File: src/rtl/hashed_xlat_probe.sv
module hashed_xlat_probe #(
  parameter int PAGE_SHIFT    = 13,
  parameter int SMALL_ENTRIES = 2048,
  parameter int LARGE_ENTRIES = 4096,
  parameter int TAG_SHIFT     = 22,
  parameter int LOCK_BIT      = 47
) (
  input  logic         clk,
  input  logic         rst_n,
  input  logic         start,
  input  logic [63:0]  va,
  input  logic [63:0]  base,
  input  logic         big_page,
  output logic         busy,
  output logic         done,
  output logic         hit,
  output logic [63:0]  entry,
  output logic         mem_req,
  output logic [63:0]  mem_addr,
  input  logic         mem_ack,
  input  logic [127:0] mem_rdata
);
  localparam int SMALL_IDX_W = $clog2(SMALL_ENTRIES);
  localparam int LARGE_IDX_W = $clog2(LARGE_ENTRIES);
  localparam int SLOT_SHIFT  = 4;

  logic        waiting;
  logic [63:0] cmp_tag;
  logic [63:0] tag_in;
  logic [63:0] small_idx;
  logic [63:0] large_idx;
  logic [63:0] slot_addr;
  logic [63:0] stored;
  logic        match;
  logic        unused_va;

  assign tag_in    = {{TAG_SHIFT{1'b0}}, va[63:TAG_SHIFT]};
  assign small_idx = 64'(va[PAGE_SHIFT +: SMALL_IDX_W]);
  assign large_idx = 64'(tag_in[LARGE_IDX_W-1:0]);
  assign slot_addr = base + ((big_page ? large_idx : small_idx) << SLOT_SHIFT);
  assign unused_va = ^va[PAGE_SHIFT-1:0];

  assign stored = mem_rdata[63:0];
  assign match  = (stored == cmp_tag) && !stored[LOCK_BIT] && (|stored);

  assign busy    = waiting;
  assign mem_req = waiting;

  always_ff @(posedge clk) begin
    if (!rst_n) begin
      waiting  <= 1'b0;
      done     <= 1'b0;
      hit      <= 1'b0;
      entry    <= '0;
      cmp_tag  <= '0;
      mem_addr <= '0;
    end else begin
      done <= 1'b0;
      hit  <= 1'b0;
      if (!waiting && start) begin
        waiting  <= 1'b1;
        cmp_tag  <= tag_in;
        mem_addr <= slot_addr;
      end else if (waiting && mem_ack) begin
        waiting <= 1'b0;
        done    <= 1'b1;
        hit     <= match;
        entry   <= mem_rdata[127:64];
      end
    end
  end
endmodule


File: config.mk
export PLATFORM = sky130hd
export DESIGN_NAME = hashed_xlat_probe
export DESIGN_NICKNAME = d
export VERILOG_FILES = /design/src/rtl/hashed_xlat_probe.sv
export SDC_FILE = /design/constraint.sdc
export NUM_CORES = 1
export LEC_CHECK = 0
export ABC_AREA = 1
export BUFFER_PORTS_ARGS = -buffer_cell sky130_fd_sc_hd__buf_4
export CORE_AREA = 2 2 163 165
export DETAILED_ROUTE_END_ITERATION = 7
export DIE_AREA = 0 0 165 167
export GPL_ROUTABILITY_DRIVEN = 0
export PLACE_DENSITY = 0.67
export SYNTH_ARGS = -nofsm -noshare
export SYNTH_HDL_FRONTEND = slang
export SYNTH_SLANG_ARGS = --single-unit
File: constraint.sdc
create_clock -name clk -period 2.74 [get_ports clk]
set_input_delay 0.548 -clock clk [delete_from_list [all_inputs] [get_ports clk]]
set_output_delay 0.548 -clock clk [all_outputs]
set_load 0.02 [all_outputs]
==> impl_metrics.yaml <==
status:
  status: "finished, final reports clean"
setup_path:
  reg2reg_slack_ns: 1.07
  crit_path_max_incr_delay_ns: 0.37
  worstPathArrival_ns: 2.65
  cp-start-kind: "input port"
  crit_fanout: 16
  worstPathRequired_ns: 3.03
  cp_slowest_cell: "mux2_2"
  critPathKind: "in -> reg"
  path_cells: "buf_4 > mux2_2 > ha_1 > nand2_2 > inv_1 > a21oi_1 > nand2_1 > nand2_1 > nand2_2 > xnor2_1 > buf_4 > a21oi_1"
  end_kind: "flip-flop"
power_and_ir_drop:
  cellLeakagePower_nw: 7.07
  vdd_drop_max_mv: 0.366
  power-per-cell-area_nw_per_um2: 514
finish:
  final_core_util: 0.528
  syn_to_final_growth_pct: 41.5
  ff_latch_area_um2: 3460
  finalNonFillerCells: 2248
  fin_nets: 2170
  nFillCells: 2608
  mostFrequentLayoutCells: "buf_4 (413), nand2_1 (403), nor2_1 (230)"
  drive_above_1_share: 0.263
  final_common_cell: "buf_4"
  multi_input_area_um2: 5240
yosys:
  syn_inst: 1519
  synth.distinct_cells: 40
  synth_flop_cell: "dfxtp_1"
  yosysTopAreaCellShare: 0.360
  synth_area_leaders: "dfxtp_1 (36%), nand2_1 (16%), nor2_1 (9.1%), nand3_1 (8.6%), inv_1 (7.0%)"
  yosys_warnings: 0
  synth-edff-count: 0
  async_reset_ff_frac: 0
  syn-cell-area_um2: 9620
  synth_seq_area_share: 0.360
  syn_nets: 1793
  synth_area_leader_cell: "dfxtp_1"
  ys_seq_elements: 173
  syn_avg_cell_area_um2: 6.33
clock_tree:
  numClockSinks: 173
  postCtsHoldBufs: 0
  cts_tree: "built"
  cts_buffer_depth: 2
  h-tree-depth: 4
  post_cts_buffers: 0
  cts_buffers: 17
  insertion_delay_ns: 0.44
  path_clk_slew_ns: 0.08
  post_cts_resized: 0
  clockRootBuffer: "clkbuf_16"
global_route:
  grt_pass1_wl_mm: 55.1
  antenna_found_initial: 4
  grt_max_degree: 139
  grt_usage: 0.257
  overflow: 0
  grt_pass1_vias: 10300
run:
  cap_violations: 0
detailed_routing:
  drt_iter0_drc: 898
  drc: 0
  vias_per_cell: 4.96
  vias: 11200
  drtAntennaViolNets: 0
  dr.pass1.iters: 6
  wl_per_cell_um: 16.3
  drt_wl_total_mm: 36.7
sta:
  final-hold-violation-count: 0
  max_slew_margin: 0.553
  timing.fmax_mhz: 425
  fin_crit_sh: 0.860
  clock_skew_ns: 0.0145
  drv_slew: 0
  hold-worst-slack_ns: 0.293
  setup_viol: 0
  fin_crit_ns: 2.36
  tightest_slew_ns: 0.671
  rsz0062_at_grt: "false"
die:
  initial_core_util: 0.373
  die_x_um: 165
  io_pins: 393
  design.die.area_um2: 27600
  core_um2: 25800
  std_cell_rows: 59
  die_h_um: 167
min_path:
  hold_path.class: "in -> reg"
placement:
  numPortBuffers: 379
  post-place-cells: 2212
  hpwlAfterDp_mm: 28.9
[registers in the layout, indices dropped and copies added (netlist names)]
register,cells
busy,1
cmp_tag,42
done,1
hit,1
mem_addr,64
entry,64
[layout make-up]
type                    count  area share
multi-input cells        1103       0.385
flip-flops and latches    173       0.254
repair buffers            416       0.232
inverters                 185      0.0510
clock buffers              17      0.0313
well taps                 335      0.0308
clock inverters            15      0.0144
diodes                      4    0.000735
[logic make-up (layout without fill, tap and decap cells)]
logic type / count (synthesis) / after routing / share of synthesized area
flops: 173 / 173 / 0.360
simple gates: 903 / 903 / 0.405
other cells: 0 / 4 / 0
xor+xnor: 34 / 34 / 0.0310
buf+inv: 243 / 633 / 0.0967
compound gates: 146 / 146 / 0.0818
mux: 7 / 7 / 0.00820
fa+ha+maj: 13 / 13 / 0.0177
[critical path, delay by kind of cell]
kind | cells | cell delay [ns]
buf+inv | 3 | 0.39
compound gates | 2 | 0.25
mux | 1 | 0.37
fa+ha+maj | 1 | 0.36
simple gates | 4 | 0.49
xor+xnor | 1 | 0.23
[where the power goes]
| group | leakage [nW] | switching [mW] | internal (mW) |
|---|---|---|---|
| combinational | 5.35 | 0.940 | 0.728 |
| sequential | 1.42 | 0.0908 | 2.69 |
| clock | 0.298 | 1.23 | 1.32 |
| total | 7.07 | 2.26 | 4.74 |
[metal layers]
metal | vias to the layer above | track usage | wire (um)
met5 | - | 0 | 0
met4 | 0 | 0.152 | 2020
met3 | 104 | 0.0658 | 3210
met2 | 464 | 0.421 | 17100
met1 | 5005 | 0.301 | 14400
li1 | 5579 | - | -
[metrics by stage]
stage / total power, mW / worst slack [ns] / setup TNS (ns) / cell area [um^2]
floorplan: 3.65 / 0.0227 / 0 / 9620
global placement: 4.48 / -0.0323 / -0.0323 / 13000
detailed placement: 4.50 / -0.0165 / -0.0387 / 13000
CTS: 7.05 / 0.429 / 0 / 13600
global route: 7.33 / 0.209 / 0 / 13600
finish: 7.00 / 0.385 / 0 / 13600
[synth_stat cells, drive strengths merged (3+ instances only)]
library cell,count
ha,12
clkbuf,44
dfxtp,173
xnor2,20
a211oi,7
nand3,168
nand2,416
buf,14
nand3b,9
o21ai,87
a31oi,3
mux2,7
a21oi,40
nor4,13
or2,3
xor2,14
nor2,241
nor3,30
nand4,21
inv,185
o22ai,4
[path summary, 6_finish.rpt]
kind / start / to / cells after the start
setup / recovery: big_page / mem_addr[28]$_SDFFE_PN0P_ / 12
hold / removal: mem_rdata[70] / entry[6]$_SDFFE_PN0P_ / 3
setup reg to reg: busy$_SDFFE_PN0P_ / mem_addr[40]$_SDFFE_PN0P_ / 5
hold reg to reg: entry[34]$_SDFFE_PN0P_ / entry[34]$_SDFFE_PN0P_ / 2
Note: power is estimated with default switching activity, not from simulation.
